### src/rtl/dcorr_pkg.sv
package dcorr_pkg;

    typedef enum logic [2:0] {
        ST_IDLE,
        ST_MUL1,
        ST_DIV_REQ,
        ST_DIV_WAIT,
        ST_MUL2,
        ST_SHIFT,
        ST_DONE
    } dc_state_e;

    // Operand-pair selection for the shared multiplier
    typedef enum logic {
        OPS_SCALE,   // input sample x constant
        OPS_RIPPLE   // quotient x filtered ripple
    } dc_opsel_e;

    typedef struct packed {
        logic      cap;      // capture samples
        logic      ld_prod;  // load multiplier result
        logic      ld_quo;   // load divider quotient
        logic      ld_res;   // load shifted, clamped result
        dc_opsel_e sel;
        logic      req;
        logic      valid;
    } dc_ctrl_t;

    function automatic int max_i(input int a, input int b);
        return (a > b) ? a : b;
    endfunction

endpackage

### src/rtl/dcorr_ctrl.sv
module dcorr_ctrl
    import dcorr_pkg::*;
(
    input  logic     clk,
    input  logic     rst,
    input  logic     start,
    input  logic     div_done,
    output dc_ctrl_t ctl
);

    dc_state_e st, st_nx;

    always_ff @(posedge clk) begin
        if (rst) st <= ST_IDLE;
        else     st <= st_nx;
    end

    always_comb begin
        ctl     = '0;
        ctl.sel = OPS_SCALE;
        st_nx   = st;
        unique case (st)
            ST_IDLE: begin
                if (start) begin
                    ctl.cap = 1'b1;
                    st_nx   = ST_MUL1;
                end
            end
            ST_MUL1: begin
                ctl.sel     = OPS_SCALE;
                ctl.ld_prod = 1'b1;
                st_nx       = ST_DIV_REQ;
            end
            ST_DIV_REQ: begin
                ctl.req = 1'b1;
                if (div_done) begin
                    ctl.ld_quo = 1'b1;
                    st_nx      = ST_MUL2;
                end else begin
                    st_nx      = ST_DIV_WAIT;
                end
            end
            ST_DIV_WAIT: begin
                ctl.req = 1'b1;
                if (div_done) begin
                    ctl.ld_quo = 1'b1;
                    st_nx      = ST_MUL2;
                end
            end
            ST_MUL2: begin
                ctl.sel     = OPS_RIPPLE;
                ctl.ld_prod = 1'b1;
                st_nx       = ST_SHIFT;
            end
            ST_SHIFT: begin
                ctl.ld_res = 1'b1;
                st_nx      = ST_DONE;
            end
            ST_DONE: begin
                ctl.valid = 1'b1;
                st_nx     = ST_IDLE;
            end
            default: st_nx = ST_IDLE;
        endcase
    end

endmodule

### src/rtl/dcorr_mulpath.sv
module dcorr_mulpath
    import dcorr_pkg::*;
#(
    parameter int SMP_W = 12,
    parameter int QUO_W = 23,
    parameter int RIP_W = 12,
    parameter int K_VAL = 1024,
    parameter int A_W   = 24,
    parameter int B_W   = 12
) (
    input  dc_opsel_e                 sel,
    input  logic [SMP_W-1:0]          vin,
    input  logic [QUO_W-1:0]          quo,
    input  logic signed [RIP_W-1:0]   ripple,
    output logic signed [A_W+B_W-1:0] prod
);

    localparam logic signed [B_W-1:0] K_OP = B_W'(K_VAL);

    logic signed [A_W-1:0] opa;
    logic signed [B_W-1:0] opb;

    // Two operand multiplexers feeding one multiplier
    always_comb begin
        unique case (sel)
            OPS_SCALE: begin
                opa = A_W'(vin);
                opb = K_OP;
            end
            default: begin
                opa = A_W'(quo);
                opb = B_W'(ripple);
            end
        endcase
        prod = opa * opb;
    end

endmodule

### src/rtl/dcorr_sat.sv
module dcorr_sat #(
    parameter int P_W   = 36,
    parameter int SHIFT = 12,
    parameter int OUT_W = 10
) (
    input  logic signed [P_W-1:0]   prod,
    output logic signed [OUT_W-1:0] corr
);

    localparam logic signed [P_W-1:0] HI = P_W'((2 ** (OUT_W - 1)) - 1);
    localparam logic signed [P_W-1:0] LO = ~HI;

    logic signed [P_W-1:0] sh;

    always_comb begin
        sh = prod >>> SHIFT;
        if (sh > HI)      corr = HI[OUT_W-1:0];
        else if (sh < LO) corr = LO[OUT_W-1:0];
        else              corr = sh[OUT_W-1:0];
    end

endmodule

### src/rtl/dcorr_gen.sv
module dcorr_gen
    import dcorr_pkg::*;
#(
    parameter  int SMP_W = 12,
    parameter  int RIP_W = 12,
    parameter  int K_VAL = 1024,
    parameter  int SHIFT = 12,
    parameter  int OUT_W = 10,
    localparam int K_W   = $clog2(K_VAL + 1),
    localparam int NUM_W = SMP_W + K_W
) (
    input  logic                    clk,
    input  logic                    rst,
    input  logic                    start,
    input  logic [SMP_W-1:0]        vin_smp,
    input  logic [SMP_W-1:0]        vout_smp,
    input  logic signed [RIP_W-1:0] ripple,
    output logic                    div_req,
    output logic [NUM_W-1:0]        div_num,
    output logic [SMP_W-1:0]        div_den,
    input  logic                    div_done,
    input  logic [NUM_W-1:0]        div_quo,
    output logic signed [OUT_W-1:0] corr,
    output logic                    corr_valid
);

    localparam int QUO_W = NUM_W;
    localparam int A_W   = QUO_W + 1;
    localparam int B_W   = max_i(K_W + 1, RIP_W);
    localparam int P_W   = A_W + B_W;

    dc_ctrl_t ctl;

    logic [SMP_W-1:0]        vin_q, vout_q;
    logic [QUO_W-1:0]        quo_q;
    logic signed [P_W-1:0]   prod_q, prod_d;
    logic signed [OUT_W-1:0] corr_q, corr_d;

    dcorr_ctrl u_ctrl (
        .clk      (clk),
        .rst      (rst),
        .start    (start),
        .div_done (div_done),
        .ctl      (ctl)
    );

    dcorr_mulpath #(
        .SMP_W (SMP_W),
        .QUO_W (QUO_W),
        .RIP_W (RIP_W),
        .K_VAL (K_VAL),
        .A_W   (A_W),
        .B_W   (B_W)
    ) u_mul (
        .sel    (ctl.sel),
        .vin    (vin_q),
        .quo    (quo_q),
        .ripple (ripple),
        .prod   (prod_d)
    );

    dcorr_sat #(
        .P_W   (P_W),
        .SHIFT (SHIFT),
        .OUT_W (OUT_W)
    ) u_sat (
        .prod (prod_q),
        .corr (corr_d)
    );

    always_ff @(posedge clk) begin
        if (rst) begin
            vin_q  <= '0;
            vout_q <= '0;
            quo_q  <= '0;
            prod_q <= '0;
            corr_q <= '0;
        end else begin
            if (ctl.cap) begin
                vin_q  <= vin_smp;
                vout_q <= vout_smp;
            end
            if (ctl.ld_prod) prod_q <= prod_d;
            if (ctl.ld_quo)  quo_q  <= div_quo;
            if (ctl.ld_res)  corr_q <= corr_d;
        end
    end

    assign div_req    = ctl.req;
    assign div_num    = prod_q[NUM_W-1:0];
    assign div_den    = vout_q;
    assign corr       = corr_q;
    assign corr_valid = ctl.valid;

endmodule

### config.mk
export PLATFORM = sky130hd
export DESIGN_NAME = dcorr_gen
export DESIGN_NICKNAME = d
export VERILOG_FILES = /design/src/rtl/dcorr_pkg.sv /design/src/rtl/dcorr_ctrl.sv /design/src/rtl/dcorr_mulpath.sv /design/src/rtl/dcorr_sat.sv /design/src/rtl/dcorr_gen.sv
export SDC_FILE = /design/constraint.sdc
export NUM_CORES = 1
export LEC_CHECK = 0
export BUFFER_PORTS_ARGS = -buffer_cell sky130_fd_sc_hd__buf_2
export CORE_UTILIZATION = 50
export DETAILED_ROUTE_END_ITERATION = 7
export PLACE_DENSITY = 0.71
export SYNTH_ARGS = -nofsm -noshare
export SYNTH_HDL_FRONTEND = slang
export SYNTH_SLANG_ARGS = --single-unit
### constraint.sdc
create_clock -name clk -period 6.93 [get_ports clk]
set_clock_uncertainty 0.2 [all_clocks]
set_input_delay 1.386 -clock clk [delete_from_list [all_inputs] [get_ports clk]]
set_output_delay 1.386 -clock clk [all_outputs]
set_load 0.02 [all_outputs]
==> results.tsv, run 1 <==
stage	metric	value	unit
status	outcome	completed	
floorplan	# rows	58	
routing	antenna viol nets, final	0	
finish	most frequent cells in the layout	nand2_1 (354), inv_1 (272), fa_1 (211)	
placed_design	dpl ws	-0.246	ns
worst_setup_path	r2r worst-path depth	22	
flow_run	Max Cap Viol	0	
grt	first-pass GRT wire length	52.2	mm
floorplan	Core Region	25400	sq um
routing	DRC Markers	0	
timing	setup violators final	0	
clock_network	cts bufs inserted	9	
clock_network	CTS tree	done	
yosys	syn_nets	1972	
yosys	Synth Instances	1602	
timing	unrepaired setup endpoints after global routing	no	
clock_network	CTS clk-pin slew, worst paths	0.07	ns
timing	Final Hold Vio Count	0	
yosys	yosys warns	0	
worst_setup_path	Critical R2R Launch	u_ctrl.st[0]$_SDFFE_PP0P_	
worst_setup_path	startpoint types	primary input	
worst_setup_path	Crit path buffers/inverters	5	
worst_setup_path	sequence of cells on the critical path	buf_2 -> and3_1 -> nand2_1 -> fa_1 -> inv_1 -> fa_1 -> fa_1 -> fa_1 -> inv_1 -> fa_1 -> inv_1 -> ha_1 -> nand4_4 -> buf_4 -> a21oi_2 -> a21oi_1 -> a21oi_2 -> o21ai_0 -> a2111oi_0 -> a311o_1	
routing	wire per inst	15.4	um
clock_network	Post CTS Setup Buffer Count	0	
worst_setup_path	cell repeated most along the worst path	fa_1	
worst_setup_path	CP delay by family, top	adder cells	
clock_network	CTS Buffer Depth	2	
timing	fin crit period	6.67	ns
routing	DRT iter0 DRCs	650	
clock_network	Clock Sink Count	96	
routing	Via density	5.33	
timing	hold_ws	0.251	ns
placed_design	DPL Wire Length	26.2	mm
yosys	Post-synth ARST share	0	%
grt	largest net degree at the start of global routing	55	
power	Worst IR Drop VDD	0.110	mV
timing	slew margin rel.	38.7	%
routing	TritonRoute pass-1 iters	5	
yosys	Syn Std Cell Area	13100	sq um
clock_network	H-tree depth	3	
worst_hold_path	hold worst-path end	prod_q[4]$_SDFFE_PP0P_	
floorplan	die area	26800	sq um
timing	maximum clock frequency	0.150	GHz
finish	# diodes	0	
routing	vias	10834	
routing	routed wire length	31.2	mm
worst_setup_path	Crit Path Max Fanout	9	
worst_setup_path	Worst Path Class, Setup	in2reg	
finish	most common cell after layout, fill and taps aside	nand2_1	
timing	period utilization	96.2	%
clock_network	Clk Latency, worst-skew pair	0.36	ns
worst_setup_path	WP data required	7.03	ns
yosys	Distinct cells, synth	69	
clock_network	root buf cell	clkbuf_16	
timing	Max Transition Viols Final	0	
power	Leakage	7.16	nW
yosys	ys flop type	dfxtp_1	
worst_setup_path	Worst R2R Setup Slack	0.38	ns
worst_setup_path	critical path's largest stage delay	0.56	ns
finish	# fillers	2344	
floorplan	Die H	164	um
timing	Worst Tran Pin Value	0.916	ns
yosys	Seq/Total Area, Yosys	14.7	%
grt	vias in the first global route	11017	
grt	initial antenna violation count	0	
worst_setup_path	Worst path slowest cell	fa_1	
yosys	Avg Synthesized Cell Area	8.16	sq um
floorplan	Top Ports	110	
floorplan	Die Span X	164	um
yosys	register bit total from synthesis	96	
worst_setup_path	CP Depth	20	
worst_hold_path	Hold Crit Class	reg2reg	
finish	share of layout cells above drive strength 1	14.4	%
placed_design	Buffers on Ports	109	
finish	Area growth, synth to finish	11.3	%
grt	GRT overflow	0	
worst_setup_path	reg2reg end	prod_q[31]$_SDFFE_PP0P_	
finish	nets@finish	2067	
worst_hold_path	worst hold start	prod_q[4]$_SDFFE_PP0P_	
floorplan	Initial Util	51.5	%
grt	Tot GR Track Use	24.6	%
yosys	Post-synth EDFFs	0	
power	Power Density	101	nW/um^2
worst_hold_path	hold path depth	2	
placed_design	GPL Wtd Cong	0.931	
worst_setup_path	Arr. time, crit path	6.77	ns
worst_setup_path	critical path capture point type	register	
timing	Setup WS post-layout	0.261	ns
[flip-flops by register name, indices dropped and copies added (netlist names)]
register and cells:
prod_q 36, vin_q 12, corr 10, u_ctrl.st 3, div_den 12, quo_q 23
[synthesized netlist by cell type (all sizes together), types with 4 or more instances]
| master | count | area [sq um] |
|---|---|---|
| nand2 | 354 | 1330 |
| inv | 272 | 1020 |
| fa | 211 | 4220 |
| a21oi | 113 | 573 |
| dfxtp | 96 | 1920 |
| ha | 96 | 1200 |
| clkbuf | 81 | 304 |
| and2 | 56 | 350 |
| nor2 | 51 | 199 |
| o21ai | 36 | 180 |
| buf | 34 | 230 |
| nand3 | 31 | 155 |
| and3 | 22 | 139 |
| a211oi | 13 | 103 |
| nand4 | 9 | 71.3 |
| or2 | 9 | 56.3 |
| xnor2 | 9 | 78.8 |
| xor2 | 9 | 78.8 |
| nor3 | 7 | 46.3 |
| o21bai | 7 | 52.6 |
| nand3b | 6 | 45.0 |
| a21o | 5 | 37.5 |
| nand2b | 5 | 31.3 |
| nor3b | 5 | 37.5 |
| nor4 | 5 | 46.3 |
| o211ai | 5 | 37.5 |
| o21a | 5 | 37.5 |
| a41oi | 4 | 42.6 |
| nor2b | 4 | 32.5 |
[routing by layer]
| layer | vias to the layer above | wire length, um | global-route usage, % |
|---|---|---|---|
| met5 | - | 0 | 0 |
| met4 | 0 | 968 | 8.84 |
| met3 | 68 | 1410 | 3.11 |
| met2 | 274 | 15800 | 43.2 |
| met1 | 5358 | 13000 | 31.0 |
| li1 | 5134 | - | - |
[worst max-delay path by stage]
stage          startpoint                       to
2_1_floorplan   ripple[8]  prod_q[25]$_SDFFE_PP0P_
3_3_place_gp    ripple[8]  prod_q[32]$_SDFFE_PP0P_
3_5_place_dp    ripple[8]  prod_q[32]$_SDFFE_PP0P_
4_1_cts         ripple[8]  prod_q[32]$_SDFFE_PP0P_
5_1_grt         ripple[6]  prod_q[25]$_SDFFE_PP0P_
6_report        ripple[6]  prod_q[31]$_SDFFE_PP0P_
[area by class of cell]
class | instances | area (sq um) | share of cell area, %
Inverter | 272 | 1020 | 7.01
Clock inverter | 6 | 91.3 | 0.628
Sequential cell | 96 | 1920 | 13.2
Clock buffer | 10 | 229 | 1.57
Tap cell | 330 | 413 | 2.84
Timing Repair Buffer | 199 | 1260 | 8.67
Multi-Input combinational cell | 1119 | 9620 | 66.1
[through the flow]
| stage | cells | util [%] | area, sq um | TNS [ns] | power (mW) |
|---|---|---|---|---|---|
| 2_1_floorplan | 1602 | - | 13100 | 0 | 0.807 |
| 3_3_place_gp | 2016 | 56.0 | 14200 | -0.628 | 0.919 |
| 3_5_place_dp | 2016 | 56.0 | 14200 | -1.85 | 0.924 |
| 4_1_cts | 2032 | 57.3 | 14500 | 0 | 1.48 |
| 5_1_grt | 2032 | 57.3 | 14600 | 0 | 1.54 |
| 6_report | 2032 | 57.3 | 14600 | 0 | 1.47 |
[power by group]
group,leakage [nW],internal (mW),total [mW],switching (mW)
logic,6.23,0.118,0.308,0.190
registers,0.779,0.576,0.603,0.0276
clock network,0.157,0.320,0.556,0.237
[kinds of logic after synthesis]
group,count (synthesis),synth area share (%)
fa+ha+maj,307,41.5
buf+inv,387,11.9
xor+xnor,18,1.21
flops,96,14.7
simple gates,575,20.1
mux,3,0.230
compound gates,216,10.4
[worst reg2reg max path: stages (launching register included)]
cell and delay [ns]:
dfxtp_1 0.52, nor2_1 0.11, buf_4 0.19, and2_1 0.21, nand2_1 0.17, buf_4 0.21, nor2_1 0.07, fa_1 0.55
fa_1 0.55, fa_1 0.56, fa_1 0.56, inv_1 0.06, fa_1 0.53, inv_1 0.04, ha_1 0.37, nand4_4 0.12
buf_4 0.16, a21oi_2 0.18, a21oi_1 0.10, a21oi_2 0.31, o21ai_0 0.16, a2111oi_0 0.41, a311o_1 0.16
[timing repair]
item | 4_1_cts | 5_1_grt
hold buffers | 0 | 0
resized for setup | 0 | 4
endpoints found under the setup margin | 0 | 11
No activity file was read; power rests on OpenSTA's default activity.
==> run 2: changes to the inputs <==
- SETUP_SLACK_MARGIN: unset -> 0.3
==> run 2 against run 1 <==
Sequential share of layout area is 0.067 points higher. Sequential power is essentially flat. Critical path depth fell by 1. Global-route usage grew 2.8 points. Largest cell class unchanged. Clock-buffer cell count is 1 lower. Register-to-register slack better by 0.18 ns. Worst setup slack improved by 0.18 ns. Die area stayed put. Flip-flop and latch count unchanged.
==> results.tsv, run 2 (synthesis results as in run 1) <==
stage	metric	value	unit
power	Pint	947	uW
finish	nets@finish	2044	
floorplan	Die Span X	164	um
floorplan	Top Ports	110	
power	Net Switching	511	uW
grt	met1 GRT Util	33.1	%
flow_run	Max Cap Viol	0	
clock_network	CTS Buffer Depth	2	
clock_network	Clk Latency, worst-skew pair	0.37	ns
power	Worst IR Drop VDD	0.143	mV
routing	wire per inst	17.3	um
clock_network	cts bufs inserted	9	
power	Power Density	101	nW/um^2
grt	met3 Use GR	3.56	%
worst_setup_path	r2r worst-path depth	20	
routing	DRC Markers	0	
timing	Fin Setup TNS	0	ns
clock_network	CTS tree	done	
worst_setup_path	Crit Path Max Fanout	10	
power	Reg power frac	41.4	%
finish	share of layout cells above drive strength 1	14.5	%
routing	DRT iter0 DRCs	648	
finish	max reg flops	36	
worst_setup_path	Worst R2R Setup Slack	0.56	ns
clock_network	H-tree depth	3	
timing	fin crit period	6.48	ns
power	Leakage	7.02	nW
grt	gr busiest metal	met2	
grt	Tot GR Track Use	27.4	%
placed_design	Buffers on Ports	109	
finish	# diodes	0	
power	Comb pwr share	21.3	%
grt	initial antenna violation count	0	
finish	most frequent cells in the layout	nand2_1 (352), inv_1 (272), fa_1 (210)	
placed_design	DPL Wire Length	27.8	mm
worst_setup_path	Arr. time, crit path	6.59	ns
routing	Via density	5.48	
grt	largest net degree at the start of global routing	104	
timing	slew margin rel.	26.8	%
clock_network	CTS clk-pin slew, worst paths	0.09	ns
worst_setup_path	startpoint types	primary input	
grt	GRT overflow	0	
routing	TritonRoute pass-1 iters	5	
worst_setup_path	critical path capture point type	register	
floorplan	# rows	58	
power	Clk pwr share	37.2	%
worst_hold_path	hold path depth	2	
routing	routed wire length	34.8	mm
finish	Core Util, Final	57.0	%
timing	setup violators final	0	
clock_network	root buf cell	clkbuf_16	
grt	vias in the first global route	11218	
finish	Area growth, synth to finish	10.7	%
floorplan	die area	26800	sq um
timing	Max Transition Viols Final	0	
timing	period utilization	93.6	%
finish	Largest regs	prod_q x36, quo_q x23	
worst_setup_path	WP data required	7.04	ns
worst_hold_path	Hold Crit Class	reg2reg	
worst_setup_path	Worst Path Class, Setup	in2reg	
timing	Final Hold Vio Count	0	
timing	maximum clock frequency	0.154	GHz
routing	antenna viol nets, final	0	
grt	met2 usage	48.9	%
timing	unrepaired setup endpoints after global routing	yes	
finish	Top reg by flops	prod_q	
finish	most common cell after layout, fill and taps aside	nand2_1	
clock_network	Clock Sink Count	96	
timing	Worst Tran Pin Value	1.10	ns
status	outcome	completed	
routing	vias	11007	
power	Sw Share	35.0	%
floorplan	Core Region	25400	sq um
floorplan	Initial Util	51.5	%
grt	first-pass GRT wire length	56.7	mm
placed_design	GPL Wtd Cong	0.928	
floorplan	Die H	164	um
## run 2: worst max-delay path, cell delays in order
cell       delay (ns)
buf_2            0.09
and3_4           0.29
nand2_1          0.11
fa_1             0.56
inv_1            0.06
fa_1             0.47
fa_1             0.53
fa_1             0.55
inv_1            0.06
fa_1             0.53
inv_1            0.04
ha_1             0.43
nand4_4          0.17
nor2_4           0.20
a21oi_1          0.10
a21oi_2          0.27
o21ai_1          0.12
a2111oi_1        0.45
a311o_1          0.17
## run 2: final cells by class
class,instances,area (sq um)
Clock buffer,9,225
Clock inverter,7,81.3
Fill cell,2374,10900
Inverter,272,1020
Multi-Input combinational cell,1119,9730
Sequential cell,96,1920
Tap cell,330,413
Timing Repair Buffer,176,1090
## run 2: path summary, 6_finish.rpt
path	to	from
setup / recovery	prod_q[31]$_SDFFE_PP0P_	ripple[8]
hold / removal	prod_q[2]$_SDFFE_PP0P_	prod_q[2]$_SDFFE_PP0P_
setup reg to reg	prod_q[31]$_SDFFE_PP0P_	u_ctrl.st[2]$_SDFFE_PP0P_
hold reg to reg	prod_q[2]$_SDFFE_PP0P_	prod_q[2]$_SDFFE_PP0P_
## run 2: stage by stage
step / setup slack, ns / std cells / hold WS, ns / instance area (sq um) / total power, mW
2_1_floorplan: 0.300 / 1602 / 0.232 / 13100 / 0.808
3_3_place_gp: -0.0181 / 1989 / 0.237 / 14000 / 0.914
3_5_place_dp: -0.124 / 1989 / 0.244 / 14000 / 0.921
4_1_cts: 0.281 / 2005 / 0.255 / 14300 / 1.46
5_1_grt: 0.281 / 2009 / 0.277 / 14500 / 1.52
6_report: 0.445 / 2009 / 0.257 / 14500 / 1.46
## run 2: per-layer routing
layer | part of all wire [%] | vias up
met4 | 4.0 | 0
met5 | 0 | -
li1 | - | 5095
met3 | 5.1 | 82
met2 | 51 | 360
met1 | 40 | 5470
## run 2: timing repair
| item | CTS | global route |
|---|---|---|
| setup endpoints to repair | 6 | 20 |
| gates resized for setup | 3 | 31 |
| pin swaps | 0 | 4 |
| buffers inserted | 0 | 4 |
| hold buffers | 0 | 0 |
## run 2: power by group through the flow
stage | sequential [mW] | clock (mW) | combinational (mW)
6_report | 0.604 | 0.542 | 0.311
3_3_place_gp | 0.615 | 0 | 0.299
5_1_grt | 0.607 | 0.572 | 0.344
2_1_floorplan | 0.608 | 0 | 0.200
3_5_place_dp | 0.616 | 0 | 0.305
4_1_cts | 0.603 | 0.551 | 0.307
==> run 3: changes to the inputs <==
- CORE_UTILIZATION: 50 -> 45
- PLACE_DENSITY: 0.71 -> 0.65
==> run 3 against run 2 <==
Via count grew 0.31%. Die area rose by 11%. Final area is 1.0% higher. Critical endpoint is now prod_q[34]$_SDFFE_PP0P_. Sequential power barely moved. Non-clock buffer count rose by 11. Total power shrank 0.45%. Clock power is 2% lower. Maximum frequency barely moved. Worst hold slack got worse by 0.0048 ns. Global-route usage down 2.5 points. Flip-flop and latch count is the same. The run now ends with DRC left.
==> results.tsv, run 3 (synthesis results as in run 1) <==
stage	metric	value	unit
status	outcome	complete, but fails checks	
status	violated checks	DRC	
worst_setup_path	critical path's largest stage delay	0.57	ns
worst_setup_path	Critical Path End	prod_q[34]$_SDFFE_PP0P_	
power	Worst IR Drop VDD	0.129	mV
finish	most common cell after layout, fill and taps aside	nand2_1	
worst_setup_path	Critical R2R Launch	u_ctrl.st[1]$_SDFFE_PP0P_	
clock_network	cts bufs inserted	9	
clock_network	Clk Latency, worst-skew pair	0.37	ns
finish	Core Util, Final	51.1	%
power	Power Density	99.2	nW/um^2
clock_network	cts hold-fix bufs	0	
routing	DRC Markers	2	
finish	fin area	14600	sq um
power	Leakage	7.06	nW
power	Clk pwr share	36.5	%
clock_network	Clock Sink Count	96	
finish	most frequent cells in the layout	nand2_1 (351), inv_1 (272), fa_1 (211)	
finish	# diodes	0	
worst_setup_path	Worst R2R Setup Slack	0.62	ns
grt	Tot GR Track Use	24.9	%
floorplan	Top Ports	110	
finish	Top reg by flops	prod_q	
finish	nets@finish	2056	
grt	vias in the first global route	11298	
grt	largest net degree at the start of global routing	104	
worst_setup_path	Worst Path Class, Setup	in2reg	
clock_network	H-tree depth	3	
floorplan	Die Span X	172	um
grt	GRT overflow	0	
floorplan	Initial Util	45.7	%
clock_network	CTS clk-pin slew, worst paths	0.07	ns
finish	Largest regs	prod_q x36, quo_q x23	
timing	maximum clock frequency	0.154	GHz
flow_run	Max Cap Viol	0	
finish	Area growth, synth to finish	11.9	%
worst_setup_path	cell repeated most along the worst path	fa_1	
finish	# fillers	2764	
timing	slew margin rel.	26.8	%
floorplan	# rows	62	
routing	wire per inst	17.0	um
routing	antenna viol nets, final	0	
floorplan	Die H	172	um
floorplan	Core Region	28600	sq um
power	Pwr Total	1.45	mW
routing	routed wire length	35.2	mm
power	Reg power frac	41.6	%
timing	unrepaired setup endpoints after global routing	yes	
finish	max reg flops	36	
clock_network	CTS tree	done	
worst_setup_path	sequence of cells on the critical path	buf_2 -> and3_4 -> nand2_1 -> fa_1 -> inv_1 -> fa_1 -> fa_1 -> fa_1 -> inv_1 -> fa_1 -> inv_1 -> ha_1 -> buf_4 -> o21ai_0 -> nand2b_1 -> a31oi_2 -> a31oi_4 -> a211oi_2 -> xnor2_1 -> a22o_1	
routing	DRT iter0 DRCs	564	
routing	Via density	5.32	
timing	setup violators final	0	
routing	vias	11041	
timing	hold_ws	0.252	ns
worst_setup_path	Critical Path Start	ripple[8]	
worst_hold_path	Hold Crit Class	reg2reg	
worst_hold_path	hold path depth	2	
timing	Worst Tran Pin Value	1.10	ns
worst_setup_path	startpoint types	primary input	
timing	fin crit period	6.49	ns
worst_setup_path	Crit Path Max Fanout	5	
placed_design	Buffers on Ports	109	
timing	Max Transition Viols Final	0	
power	Sw Share	32.9	%
floorplan	die area	29700	sq um
grt	initial antenna violation count	0	
placed_design	GPL Wtd Cong	0.918	
power	Net Switching	477	uW
finish	share of layout cells above drive strength 1	15.1	%
placed_design	placed cell count	2055	
power	Comb pwr share	21.8	%
power	Pint	974	uW
worst_setup_path	Arr. time, crit path	6.55	ns
placed_design	placed cell areas	14200	sq um
placed_design	DPL Wire Length	28.1	mm
routing	TritonRoute pass-1 iters	7	
worst_setup_path	r2r worst-path depth	21	
worst_setup_path	reg2reg end	prod_q[30]$_SDFFE_PP0P_	
clock_network	CTS Buffer Depth	2	
timing	Final Hold Vio Count	0	
worst_setup_path	critical path capture point type	register	
timing	period utilization	93.6	%
finish	non-filler instance count after layout	2075	
grt	first-pass GRT wire length	56.4	mm
clock_network	root buf cell	clkbuf_16	
worst_setup_path	WP data required	6.99	ns
worst_setup_path	Worst path slowest cell	fa_1	
run 3: worst min path at each step:
stage                                  startpoint                 endpoint  slack (ns)
after floorplan           prod_q[10]$_SDFFE_PP0P_  prod_q[10]$_SDFFE_PP0P_        0.23
after CTS                    corr[6]$_SDFFE_PP0P_     corr[6]$_SDFFE_PP0P_        0.26
after detailed placement  div_den[8]$_SDFFE_PP0P_  div_den[8]$_SDFFE_PP0P_        0.25
after global placement       corr[8]$_SDFFE_PP0P_     corr[8]$_SDFFE_PP0P_        0.24
after global routing         corr[2]$_SDFFE_PP0P_     corr[2]$_SDFFE_PP0P_        0.27
final                        corr[6]$_SDFFE_PP0P_     corr[6]$_SDFFE_PP0P_        0.25
run 3: cell type report:
type | count | area, sq um | share of cell area [%]
Multi-Input combinational cell | 1120 | 9770 | 66.8
Inverter | 272 | 1020 | 6.98
Sequential cell | 96 | 1920 | 13.1
Timing Repair Buffer | 187 | 1150 | 7.83
Tap cell | 384 | 480 | 3.28
Clock buffer | 12 | 236 | 1.62
Clock inverter | 4 | 52.6 | 0.359
run 3: layer usage:
metal | vias to the layer above | share of wire [%] | GRT usage [%]
met1 | 5500 | 40 | 29.7
met5 | - | 0 | 0
li1 | 5120 | - | -
met4 | 0 | 4.2 | 11.0
met2 | 333 | 50 | 44.4
met3 | 88 | 5.6 | 3.55
run 3: what timing repair did:
action,in CTS,in global routing
gates resized for setup,2,40
hold endpoints to repair,0,0
gates cloned,0,1
endpoints found under the setup margin,5,23
pin swaps,0,8
buffers inserted,0,3
run 3: power by group through the flow:
| stage | combinational, mW | sequential, mW | clock (mW) |
|---|---|---|---|
| after floorplan | 0.200 | 0.608 | 0 |
| after detailed placement | 0.307 | 0.616 | 0 |
| after global routing | 0.354 | 0.607 | 0.557 |
| final | 0.317 | 0.604 | 0.530 |
| after global placement | 0.303 | 0.615 | 0 |
| after CTS | 0.308 | 0.603 | 0.539 |
run 3: critical path, delay by kind of cell:
kind            cells  cell delay [ns]
fa+ha+maj           6             3.01
simple gates        3             0.48
buf+inv             5             0.52
compound gates      5             1.05
xor+xnor            1             0.10
run 3: metrics by stage:
step                      setup WS (ns)  TNS, ns
final                             0.441        0
after global routing              0.261        0
after CTS                         0.301        0
after detailed placement        -0.0976   -0.742
after global placement          -0.0661   -0.235
after floorplan                   0.300        0
